**config.mk**
```make
export PLATFORM = sky130hd
export DESIGN_NAME = alarm_match_unit
export DESIGN_NICKNAME = d
export VERILOG_FILES = /design/src/rtl/alarm_pkg.sv /design/src/rtl/alarm_regs.sv /design/src/rtl/alarm_cmp.sv /design/src/rtl/alarm_fsm.sv /design/src/rtl/alarm_match_unit.sv
export SDC_FILE = /design/constraint.sdc
export NUM_CORES = 1
export LEC_CHECK = 0
export ABC_CLOCK_PERIOD_IN_PS = 3100
export BUFFER_PORTS_ARGS = -buffer_cell sky130_fd_sc_hd__buf_2
export CORE_UTILIZATION = 53
export DETAILED_ROUTE_END_ITERATION = 8
export GPL_TIMING_DRIVEN = 0
export PLACE_DENSITY = 0.92
export SYNTH_ARGS = -nofsm -noshare
export SYNTH_HDL_FRONTEND = slang
export SYNTH_HIERARCHICAL = 1
export SYNTH_SLANG_ARGS = --single-unit
```
**constraint.sdc**
```tcl
create_clock -name clk -period 3.1 [get_ports clk]
set_input_delay 0.62 -clock clk [delete_from_list [all_inputs] [get_ports clk]]
set_output_delay 0.62 -clock clk [all_outputs]
set_load 0.05 [all_outputs]
```
**src/rtl/alarm_pkg.sv**
```systemverilog
package alarm_pkg;
    localparam int REG_W  = 8;
    localparam int ADDR_W = 2;
    localparam int MIN_W  = 7;
    localparam int HOUR_W = 6;
    localparam int WDAY_W = 7;
    localparam int DAY_W  = 6;
    localparam int AE_BIT = REG_W - 1;

    localparam int CTRL_FLAG = 0;
    localparam int CTRL_IEN  = 1;
    localparam int CTRL_DATE = 2;

    typedef enum logic [ADDR_W-1:0] {
        ADDR_MIN  = 2'd0,
        ADDR_HOUR = 2'd1,
        ADDR_WDAY = 2'd2,
        ADDR_CTRL = 2'd3
    } reg_addr_e;

    typedef enum logic {
        S_WAIT = 1'b0,
        S_SET  = 1'b1
    } alarm_state_e;
endpackage

```
**src/rtl/alarm_regs.sv**
```systemverilog
module alarm_regs
    import alarm_pkg::*;
(
    input  logic                clk,
    input  logic                rst_n,
    input  logic                wr_en,
    input  logic [ADDR_W-1:0]   wr_addr,
    input  logic [REG_W-1:0]    wr_data,
    input  logic [ADDR_W-1:0]   rd_addr,
    input  logic                af,
    output logic                min_off,
    output logic [MIN_W-1:0]    min_val,
    output logic                hour_off,
    output logic [HOUR_W-1:0]   hour_val,
    output logic                wd_off,
    output logic [WDAY_W-1:0]   wd_val,
    output logic                ien,
    output logic                date_mode,
    output logic                clr_req,
    output logic [REG_W-1:0]    rd_data
);
    localparam int HOUR_PAD = REG_W - 1 - HOUR_W;
    localparam int CTRL_PAD = REG_W - 3;

    always_ff @(posedge clk) begin
        if (!rst_n) begin
            min_off   <= 1'b1;
            min_val   <= '0;
            hour_off  <= 1'b1;
            hour_val  <= '0;
            wd_off    <= 1'b1;
            wd_val    <= '0;
            ien       <= 1'b0;
            date_mode <= 1'b0;
        end else if (wr_en) begin
            unique case (reg_addr_e'(wr_addr))
                ADDR_MIN: begin
                    min_off <= wr_data[AE_BIT];
                    min_val <= wr_data[MIN_W-1:0];
                end
                ADDR_HOUR: begin
                    hour_off <= wr_data[AE_BIT];
                    hour_val <= wr_data[HOUR_W-1:0];
                end
                ADDR_WDAY: begin
                    wd_off <= wr_data[AE_BIT];
                    wd_val <= wr_data[WDAY_W-1:0];
                end
                ADDR_CTRL: begin
                    ien       <= wr_data[CTRL_IEN];
                    date_mode <= wr_data[CTRL_DATE];
                end
            endcase
        end
    end

    assign clr_req = wr_en && (reg_addr_e'(wr_addr) == ADDR_CTRL) && !wr_data[CTRL_FLAG];

    always_comb begin
        unique case (reg_addr_e'(rd_addr))
            ADDR_MIN:  rd_data = {min_off, min_val};
            ADDR_HOUR: rd_data = {hour_off, {HOUR_PAD{1'b0}}, hour_val};
            ADDR_WDAY: rd_data = {wd_off, wd_val};
            ADDR_CTRL: rd_data = {{CTRL_PAD{1'b0}}, date_mode, ien, af};
        endcase
    end
endmodule

```
**src/rtl/alarm_cmp.sv**
```systemverilog
module alarm_cmp
    import alarm_pkg::*;
(
    input  logic                min_off,
    input  logic [MIN_W-1:0]    min_val,
    input  logic                hour_off,
    input  logic [HOUR_W-1:0]   hour_val,
    input  logic                wd_off,
    input  logic [WDAY_W-1:0]   wd_val,
    input  logic                date_mode,
    input  logic [MIN_W-1:0]    cur_min,
    input  logic [HOUR_W-1:0]   cur_hour,
    input  logic [WDAY_W-1:0]   cur_wday,
    input  logic [DAY_W-1:0]    cur_day,
    output logic                hit
);
    logic min_ok, hour_ok, third_ok;

    always_comb begin
        min_ok  = min_off  || (min_val  == cur_min);
        hour_ok = hour_off || (hour_val == cur_hour);
        if (date_mode)
            third_ok = wd_off || (wd_val[DAY_W-1:0] == cur_day);
        else
            third_ok = wd_off || ((wd_val & cur_wday) != '0);
        hit = min_ok && hour_ok && third_ok;
    end
endmodule

```
**src/rtl/alarm_fsm.sv**
```systemverilog
module alarm_fsm
    import alarm_pkg::*;
(
    input  logic clk,
    input  logic rst_n,
    input  logic min_tick,
    input  logic hit,
    input  logic clr_req,
    output logic in_set,
    output logic af
);
    alarm_state_e state_q, state_d;

    always_ff @(posedge clk) begin
        if (!rst_n) state_q <= S_WAIT;
        else        state_q <= state_d;
    end

    always_comb begin
        state_d = state_q;
        unique case (state_q)
            S_WAIT: if (min_tick && hit) state_d = S_SET;
            S_SET:  state_d = (min_tick && hit) ? S_SET : S_WAIT;
        endcase
    end

    assign in_set = (state_q == S_SET);

    always_ff @(posedge clk) begin
        if (!rst_n)       af <= 1'b0;
        else if (in_set)  af <= 1'b1;
        else if (clr_req) af <= 1'b0;
    end
endmodule

```
**src/rtl/alarm_match_unit.sv**
```systemverilog
module alarm_match_unit
    import alarm_pkg::*;
(
    input  logic                clk,
    input  logic                rst_n,
    input  logic                min_tick,
    input  logic [MIN_W-1:0]    cur_min,
    input  logic [HOUR_W-1:0]   cur_hour,
    input  logic [WDAY_W-1:0]   cur_wday,
    input  logic [DAY_W-1:0]    cur_day,
    input  logic                wr_en,
    input  logic [ADDR_W-1:0]   wr_addr,
    input  logic [REG_W-1:0]    wr_data,
    input  logic [ADDR_W-1:0]   rd_addr,
    output logic [REG_W-1:0]    rd_data,
    output logic                irq_n
);
    logic                min_off, hour_off, wd_off;
    logic [MIN_W-1:0]    min_val;
    logic [HOUR_W-1:0]   hour_val;
    logic [WDAY_W-1:0]   wd_val;
    logic                ien, date_mode, clr_req, hit, in_set, af;

    alarm_regs u_regs (
        .clk(clk), .rst_n(rst_n), .wr_en(wr_en), .wr_addr(wr_addr),
        .wr_data(wr_data), .rd_addr(rd_addr), .af(af),
        .min_off(min_off), .min_val(min_val), .hour_off(hour_off),
        .hour_val(hour_val), .wd_off(wd_off), .wd_val(wd_val),
        .ien(ien), .date_mode(date_mode), .clr_req(clr_req), .rd_data(rd_data)
    );

    alarm_cmp u_cmp (
        .min_off(min_off), .min_val(min_val), .hour_off(hour_off),
        .hour_val(hour_val), .wd_off(wd_off), .wd_val(wd_val),
        .date_mode(date_mode), .cur_min(cur_min), .cur_hour(cur_hour),
        .cur_wday(cur_wday), .cur_day(cur_day), .hit(hit)
    );

    alarm_fsm u_fsm (
        .clk(clk), .rst_n(rst_n), .min_tick(min_tick), .hit(hit),
        .clr_req(clr_req), .in_set(in_set), .af(af)
    );

    assign irq_n = !(af && ien);
endmodule

```
# --- Yosys cells after proc, flatten, opt, wreduce, memory -nomap -nowiden ---
# Index checks and enable logic that the tools add are counted.
word_totals:
  out_inout_bits: 9
  register_bits: 27
  elab_cells: 45
  input_bits: 42
op_classes:
  reduce_logical: 20
  bitwise_logic: 1
  n_eq_ne: 9
  n_mux: 5
op_table:
  columns: ["op", "n"]
  rows:
  - ["8-bit one-hot mux with 4 select lines", 1]
  - ["6-bit == test", 2]
  - ["2-bit == test (second input constant)", 4]
  - ["2-bit AND reduction", 4]
  - ["7-bit AND", 1]
  - ["7-bit == test", 1]
  - ["7-bit nonzero test", 1]
  - ["1-bit logical AND", 6]
  - ["2-bit by 1-bit == test with 1-bit output (second input constant)", 2]
  - ["2-bit logical NOT", 2]
  - ["1-bit logical OR", 4]
  - ["1-bit 2-to-1 mux", 4]
  - ["1-bit logical NOT", 2]
  - ["2-bit nonzero test", 1]

# --- Longest topological paths before layout ---
# Gate-level depths: netlist (run 1).
depth:
  depth_word: 7
  mapped_depth: 5
  ltp_nobuf: 5

# --- Modules after synthesis ---
# Netlist (run 1), hierarchy kept.
by_module_without_submodules:
  columns: ["module", "seq_area_each_um2", "n_inst", "area_per_inst_um2", "cells_per_inst"]
  rows:
  - ["alarm_regs", 500.5, 1, 1138.6, 110]
  - ["alarm_cmp", 0.0, 1, 255.2, 31]
  - ["alarm_fsm", 40.0, 1, 67.6, 5]
  - ["alarm_match_unit", 0.0, 1, 3.8, 1]

# --- Worst setup path before layout (run 1) ---
# No wires, ideal clock.
synth_timing:
  path_type: "input to output"
  from: "input port rd_addr[1]"
  to: "output port rd_data[3]"
  required_time_ps: 2480
  stages: 3
  arrival_time_ps: 1638
  n_path_buf: 1
  setup_slack_ps: 842
  path_cell_list: "buf_6 > mux2i_1 > o2bb2ai_1"
synth_between:
  elab_chain_cells: 2
  word_cells_on_any_way: 5
  classes_between: "eq/ne: 3; mux: 1; reduce/logical: 1"
synth_rtl:
  columns: ["element", "line_no", "text"]
  rows:
  - ["start, declared", "alarm_match_unit.sv:14", "input logic [ADDR_W-1:0] rd_addr,"]
  - ["2-bit == test (tied with other cells)", "alarm_regs.sv:60", "unique case (reg_addr_e'(rd_addr))"]
  - ["8-bit one-hot mux with 4 select lines *", "alarm_regs.sv:60", null]
  - ["end, declared", "alarm_match_unit.sv:15", "output logic [REG_W-1:0] rd_data,"]
# Mark *: on every way between the ends. The rest lies on a longest branch, timed or not.

# --- Worst setup path in the final report (run 1) ---
layout_timing:
  from: "input port rd_addr[1]"
  to: "output port rd_data[1]"
# The elaborated chain is that of the path after synthesis.

==> impl_metrics.tcl, run 1 <==
set metrics [dict create \
    status "complete, no violations" \
    final_layout_size_suffix_gt1_share_pct 33.2 \
    postCtsSetupBuffers 0 \
    worst_pin_slew_ps 324 \
    drt_iter0_markers 34 \
    ys.flop_type "dfxtp_1" \
    power.density_nw_per_um2 376 \
    finalWeightedCongestion 0.884 \
    syn-num-nets 189 \
    multi_input_area_um2 867 \
    dp_hpwl_mm 2.92 \
    cts.repair.resized 0 \
    p_leak_nw 0.855 \
    wire_per_inst_um 16.4 \
    ant_nets 0 \
    worstPathRequired_ps 2480 \
    rsz0062_at_grt "false" \
    drv_cap 0 \
    timing.final.hold_violations 0 \
    ys_types 27 \
    worst_setup_path_end_kind "output port" \
    max-slew-margin-rel_pct 78.2 \
    netlist_area_um2 1470 \
    initial_utilization_pct 57.6 \
    start_kind "primary input" \
    tns_ps 0 \
    boundaryPins 51 \
    hold_path_class "reg2reg" \
    antenna_found_initial 0 \
    ys_warn_count 6 \
    cp_max_fo 9 \
    ctsHtreeMaxLevel 1 \
    synth-edff-count 0 \
    seq_area_frac_synth_pct 36.9 \
    setup_viol 0 \
    grt_max_degree 16 \
    drcViolationCount 0 \
    die_y_um 54.6 \
    routed_wl_mm 3.75 \
    ys_async_sr_fraction_pct 0 \
    cts_tree "yes" \
    ff_latch_area_um2 541 \
    final_nets 242 \
    ir_drop_v 0.000372 \
    grt_pass1_vias 1269 \
    whs_ps 457 \
    cts_buffers 3 \
    clockRootBuffer "clkbuf_4" \
    critPathSlowestCell "mux4_2" \
    die_w_um 54.6 \
    fp-row-count 18 \
    path_cells "buf_6 -> mux4_2 -> buf_2" \
    clk_pin_slew_ps 140 \
    synth-seq-cells 27 \
    skew_ps 0.552 \
    cts_hold_buffers 0 \
    die_area_um2 2980 \
    syn_area_per_cell_um2 9.97 \
    grt_pass1_wl_mm 5.84 \
    fillers 198 \
    vias 1300 \
    arrival_ps 1490 \
    numPortBuffers 48 \
    max_freq_ghz 0.474 \
    dp.cells 225 \
    finalCritPeriodShare_pct 68.1 \
    cts.sinks 27 \
    final_max_slew_viol_count 0 \
    period_minus_slack_ps 2110 \
    pre_cts_ws_ps 984 \
    clock_latency_ps 330 \
    core_um2 2540 \
    worstSetupPathType "in2out" \
    first_pass_iters 5 \
    vias_per_cell 5.68 \
    grt-ovfl-total 0 \
    setup_slack_ps 989 \
    syn_to_final_growth_pct 20.8 \
    grt_usage_pct 28.8 \
    max_stage_delay_ps 500 \
    postLayoutCellArea_um2 1770 \
    place_area_um2 1740 \
    clockBufferDepth 2 \
    syn_inst 147 \
    stdcell_count 229 \
    diodes 0 \
]
## layer usage
metal,vias to the layer above,wire [um],global-route usage (%)
met5,-,0,0
met4,0,120,9.83
met3,13,229,5.00
met2,59,1890,51.0
met1,604,1510,34.7
li1,624,-,-
## metrics by stage
stage | util (%) | power [W]
after floorplan | - | 0.000463
after global placement | 68.5 | 0.000511
after detailed placement | 68.5 | 0.000516
after CTS | 69.6 | 0.000668
after global routing | 69.6 | 0.000692
final | 69.6 | 0.000665
## final cells by class
class | count | share of cell area [%]
well taps | 30 | 2.12
clock buffers | 3 | 1.27
flip-flops and latches | 27 | 30.5
clock inverters | 1 | 0.283
repair buffers | 48 | 13.6
plain buffers | 8 | 3.25
multi-input cells | 112 | 49.0
## cells in the mapped netlist (all sizes together), types with 2 or more instances
cell type | number | share of area (%)
nor2b | 5 | 2.6
a31oi | 2 | 0.85
xnor2 | 8 | 4.8
mux2i | 30 | 20
nor2 | 3 | 0.77
nor4 | 2 | 0.85
buf | 8 | 3.9
a22oi | 2 | 1.0
o2bb2ai | 4 | 2.4
dfxtp | 27 | 37
mux4 | 3 | 4.6
nand3b | 2 | 1.0
xor2 | 11 | 6.6
nand2 | 30 | 7.7
## final timing paths
path                                        from      endpoint  cells after the start  slack [ps]
worst max-delay path                  rd_addr[1]    rd_data[1]                      3         990
worst min-delay path                u_fsm/in_set      u_fsm/af                      1         460
worst max register to register  u_regs/wd_val[0]  u_fsm/in_set                      5        1500
worst min register to register      u_fsm/in_set      u_fsm/af                      1         460
## registers in the layout (all words and copies together), names as in the netlist
| signal | count |
|---|---|
| u_fsm/in_set | 1 |
| u_regs/wd_val | 7 |
| u_regs/wd_off | 1 |
| u_regs/hour_off | 1 |
| u_fsm/af | 1 |
| u_regs/hour_val | 6 |
| u_regs/ien | 1 |
| u_regs/min_val | 7 |
| u_regs/date_mode | 1 |
| u_regs/min_off | 1 |
## kinds of logic (layout without fill, tap and decap cells)
group / count (synthesis) / in the layout / synth area share, %
flip-flops: 27 / 27 / 36.9
buffers and inverters: 8 / 60 / 3.93
AO/OA/AOI/OAI: 12 / 12 / 6.92
AND/OR/NAND/NOR: 48 / 48 / 15.8
multiplexers: 33 / 33 / 25.1
XOR/XNOR: 19 / 19 / 11.4
## worst max-delay path: cells and delay by family
kind,cells,cell delay (ps)
buffers and inverters,2,360
multiplexers,1,500
## report_power, final
group / switching [W] / leakage [nW] / internal [W]
Sequential: 0.0000127 / 0.220 / 0.000361
Combinational: 0.0000746 / 0.617 / 0.0000626
Clock: 0.000106 / 0.0177 / 0.0000486
Total: 0.000194 / 0.855 / 0.000472
## cell usage in the layout, fill, tap and decap left out, types with 3 or more instances in the layout
cell       instances
xnor2_1            8
nand2_1           30
nor2_1             3
mux4_2             3
o2bb2ai_1          4
xor2_1            11
nor2b_1            4
dfxtp_1           27
buf_2             52
mux2i_1           30
clkbuf_4           3
(Power assumes the default switching activity.)
==> inputs of run 2 (changes only) <==
--- a/config.mk
+++ b/config.mk
@@ -5,12 +5,13 @@
 export SDC_FILE = /design/constraint.sdc
 export NUM_CORES = 1
 export LEC_CHECK = 0
-export ABC_CLOCK_PERIOD_IN_PS = 3100
+export ABC_AREA = 1
+export ABC_CLOCK_PERIOD_IN_PS = 2000
 export BUFFER_PORTS_ARGS = -buffer_cell sky130_fd_sc_hd__buf_2
-export CORE_UTILIZATION = 53
+export CORE_UTILIZATION = 52
 export DETAILED_ROUTE_END_ITERATION = 8
 export GPL_TIMING_DRIVEN = 0
-export PLACE_DENSITY = 0.92
+export PLACE_DENSITY = 0.88
 export SYNTH_ARGS = -nofsm -noshare
 export SYNTH_HDL_FRONTEND = slang
 export SYNTH_HIERARCHICAL = 1
==> constraint.sdc (replaced) <==
create_clock -name clk -period 2 [get_ports clk]
set_input_delay 0.4 -clock clk [delete_from_list [all_inputs] [get_ports clk]]
set_output_delay 0.4 -clock clk [all_outputs]
set_load 0.05 [all_outputs]
==> run 2 against run 1 <==
Clock skew increased by 2.9 ps. Total power increased by 68%. Wire length increased by 15%. Clock power increased by 50%. Design area increased by 17%. Area after synthesis increased by 19%. Count of clock-buffer cells in the layout unchanged. Core utilization decreased by 3.2 points. Combinational power increased by 110%. Highest routed layer unchanged.
==> impl_metrics.tcl, run 2 <==
set metrics [dict create \
    fp-row-count 20 \
    synth-seq-cells 27 \
    first_pass_iters 4 \
    period_minus_slack_ps 1860 \
    reg2reg_to "u_fsm/in_set" \
    core_um2 3130 \
    layout_commonest_cell "nand2_1" \
    boundaryPins 51 \
    cp_max_fo 10 \
    ctsHtreeMaxLevel 1 \
    ys_warn_count 6 \
    synth-edff-count 0 \
    arrival_ps 1460 \
    antenna_found_initial 0 \
    hold_path_class "in2reg" \
    max_stage_delay_ps 300 \
    hold_path_end "u_fsm/in_set" \
    seq_area_frac_synth_pct 30.9 \
    diodes 0 \
    synth.most_common_cell "nand2_1" \
    most-common-layout-cells "nand2_1 (104), nor2_1 (59), buf_2 (57)" \
    ir_drop_v 0.000295 \
    crit_path_frequent_cell "buf_2" \
    final_max_slew_viol_count 0 \
    syn_area_per_cell_um2 5.59 \
    grt_usage_pct 25.8 \
    timing.final.hold_violations 0 \
    grt_pass1_wl_mm 7.02 \
    worstPathRequired_ps 1600 \
    wire_per_inst_um 10.5 \
    hold_depth 3 \
    reg2reg_depth 10 \
    drv_cap 0 \
    routed_wl_mm 4.33 \
    yosys.area.top_type "dfxtp_1" \
    vias_per_cell 4.80 \
    stdcell_count 410 \
    drt_iter0_markers 83 \
    setup_viol 0 \
    netlist_area_um2 1750 \
    critPathSlowestCell "buf_2" \
    postCtsSetupBuffers 0 \
    final_layout_size_suffix_gt1_share_pct 19.7 \
    yosysTopAreaCellShare_pct 30.9 \
    ys.flop_type "dfxtp_1" \
    cts_hold_buffers 0 \
    finalWeightedCongestion 0.912 \
    rsz0062_at_grt "false" \
    p_leak_nw 1.20 \
    grt-ovfl-total 0 \
    yosys-top-cells-count "nand2_1 (104), nor2_1 (59), inv_1 (53)" \
    die_y_um 60 \
    clockRootBuffer "clkbuf_4" \
    ys_async_sr_fraction_pct 0 \
    clk_pin_slew_ps 150 \
    worstSetupPathType "in2out" \
    max_freq_ghz 0.538 \
    tns_ps 0 \
    reg_top3 "u_regs/min_val: 7 flops, u_regs/wd_val: 7 flops, u_regs/hour_val: 6 flops" \
    power.density_nw_per_um2 539 \
    dp_hpwl_mm 3.45 \
    start_kind "primary input" \
    skew_ps 3.50 \
    die_area_um2 3600 \
    syn_to_final_growth_pct 18.7 \
    path_cells "buf_2 -> buf_2 -> nor2_1 -> nand2_1 -> o211ai_1 -> buf_2" \
    cts.repair.resized 0 \
    clock_latency_ps 310 \
    dp.cells 406 \
    finalCritPeriodShare_pct 92.9 \
    rr_startpoint "u_regs/wd_val[2]" \
    syn-num-nets 355 \
    pre_cts_ws_ps 164 \
    grt_pass1_vias 1754 \
    cts_buffers 3 \
    initial_utilization_pct 55.9 \
    grt_max_degree 16 \
    synth_area_leaders "dfxtp_1 (31%), nand2_1 (22%), nor2_1 (13%)" \
    setup_slack_ps 141 \
    ant_nets 0 \
    final_nets 409 \
    max-slew-margin-rel_pct 76.3 \
    worst_setup_path_end_kind "output port" \
    syn_inst 313 \
    worst-r2r-setup-slack_ps 720 \
    die_w_um 60 \
    min_from "min_tick" \
    clockBufferDepth 2 \
    cts.sinks 27 \
    vias 1969 \
    cts_tree "yes" \
    worst_pin_slew_ps 355 \
    ys_types 20 \
    numPortBuffers 49 \
    drcViolationCount 0 \
    status "complete, no violations" \
]
## run 2: cell families after synthesis
logic type,synth area share (%)
xor+xnor,2.00
buf+inv,15.2
flops,30.9
compound gates,5.87
simple gates,46.1
## run 2: routing by layer
layer	part of all wire (%)	global-route usage, %	wire length (um)	vias up
met4	1.3	7.97	57	0
met3	6.4	2.38	275	6
met5	0	0	0	-
li1	-	-	-	1037
met1	47	32.8	2020	854
met2	46	45.7	1970	72
## run 2: stage by stage
stage          hold slack (ps)  util (%)  instance area (um^2)  total power, W
3_3_place_gp               430      65.5                  2050        0.000887
6_report                   284      66.4                  2080         0.00112
4_1_cts                    274      66.4                  2080         0.00113
5_1_grt                    273      66.4                  2080         0.00119
2_1_floorplan              425         -                  1750        0.000793
3_5_place_dp               448      65.5                  2050        0.000896
## run 2: critical path, delay by kind of cell
kind,cells,cell delay [ps]
buffers and inverters,3,580
AO/OA/AOI/OAI,1,110
AND/OR/NAND/NOR,2,370
## run 2: power by group
part	internal, W	leakage (nW)	switching (W)	total (W)
clock	0.0000748	0.0177	0.000158	0.000232
combinational	0.000106	0.961	0.000185	0.000292
sequential	0.000568	0.221	0.0000277	0.000595
total	0.000749	1.20	0.000371	0.00112
## run 2: area by class of cell
cell class                 instances  area, um^2
fill                             311        1050
timing repair buffer              49         245
tap                               44        55.1
buffer                            10        51.3
sequential                        27         541
clock inverter                     1        5.00
clock buffer                       3        22.5
multi-input combinational        219         943
inverter                          57         214
## run 2: worst max-delay path by stage
stage	start	to	slack, ps	depth (start not counted)
floorplan	rd_addr[0]	rd_data[3]	80	4
global placement	rd_addr[1]	rd_data[4]	150	6
detailed placement	rd_addr[1]	rd_data[4]	160	6
CTS	rd_addr[1]	rd_data[4]	160	6
global route	rd_addr[1]	rd_data[4]	120	6
finish	rd_addr[1]	rd_data[4]	140	6
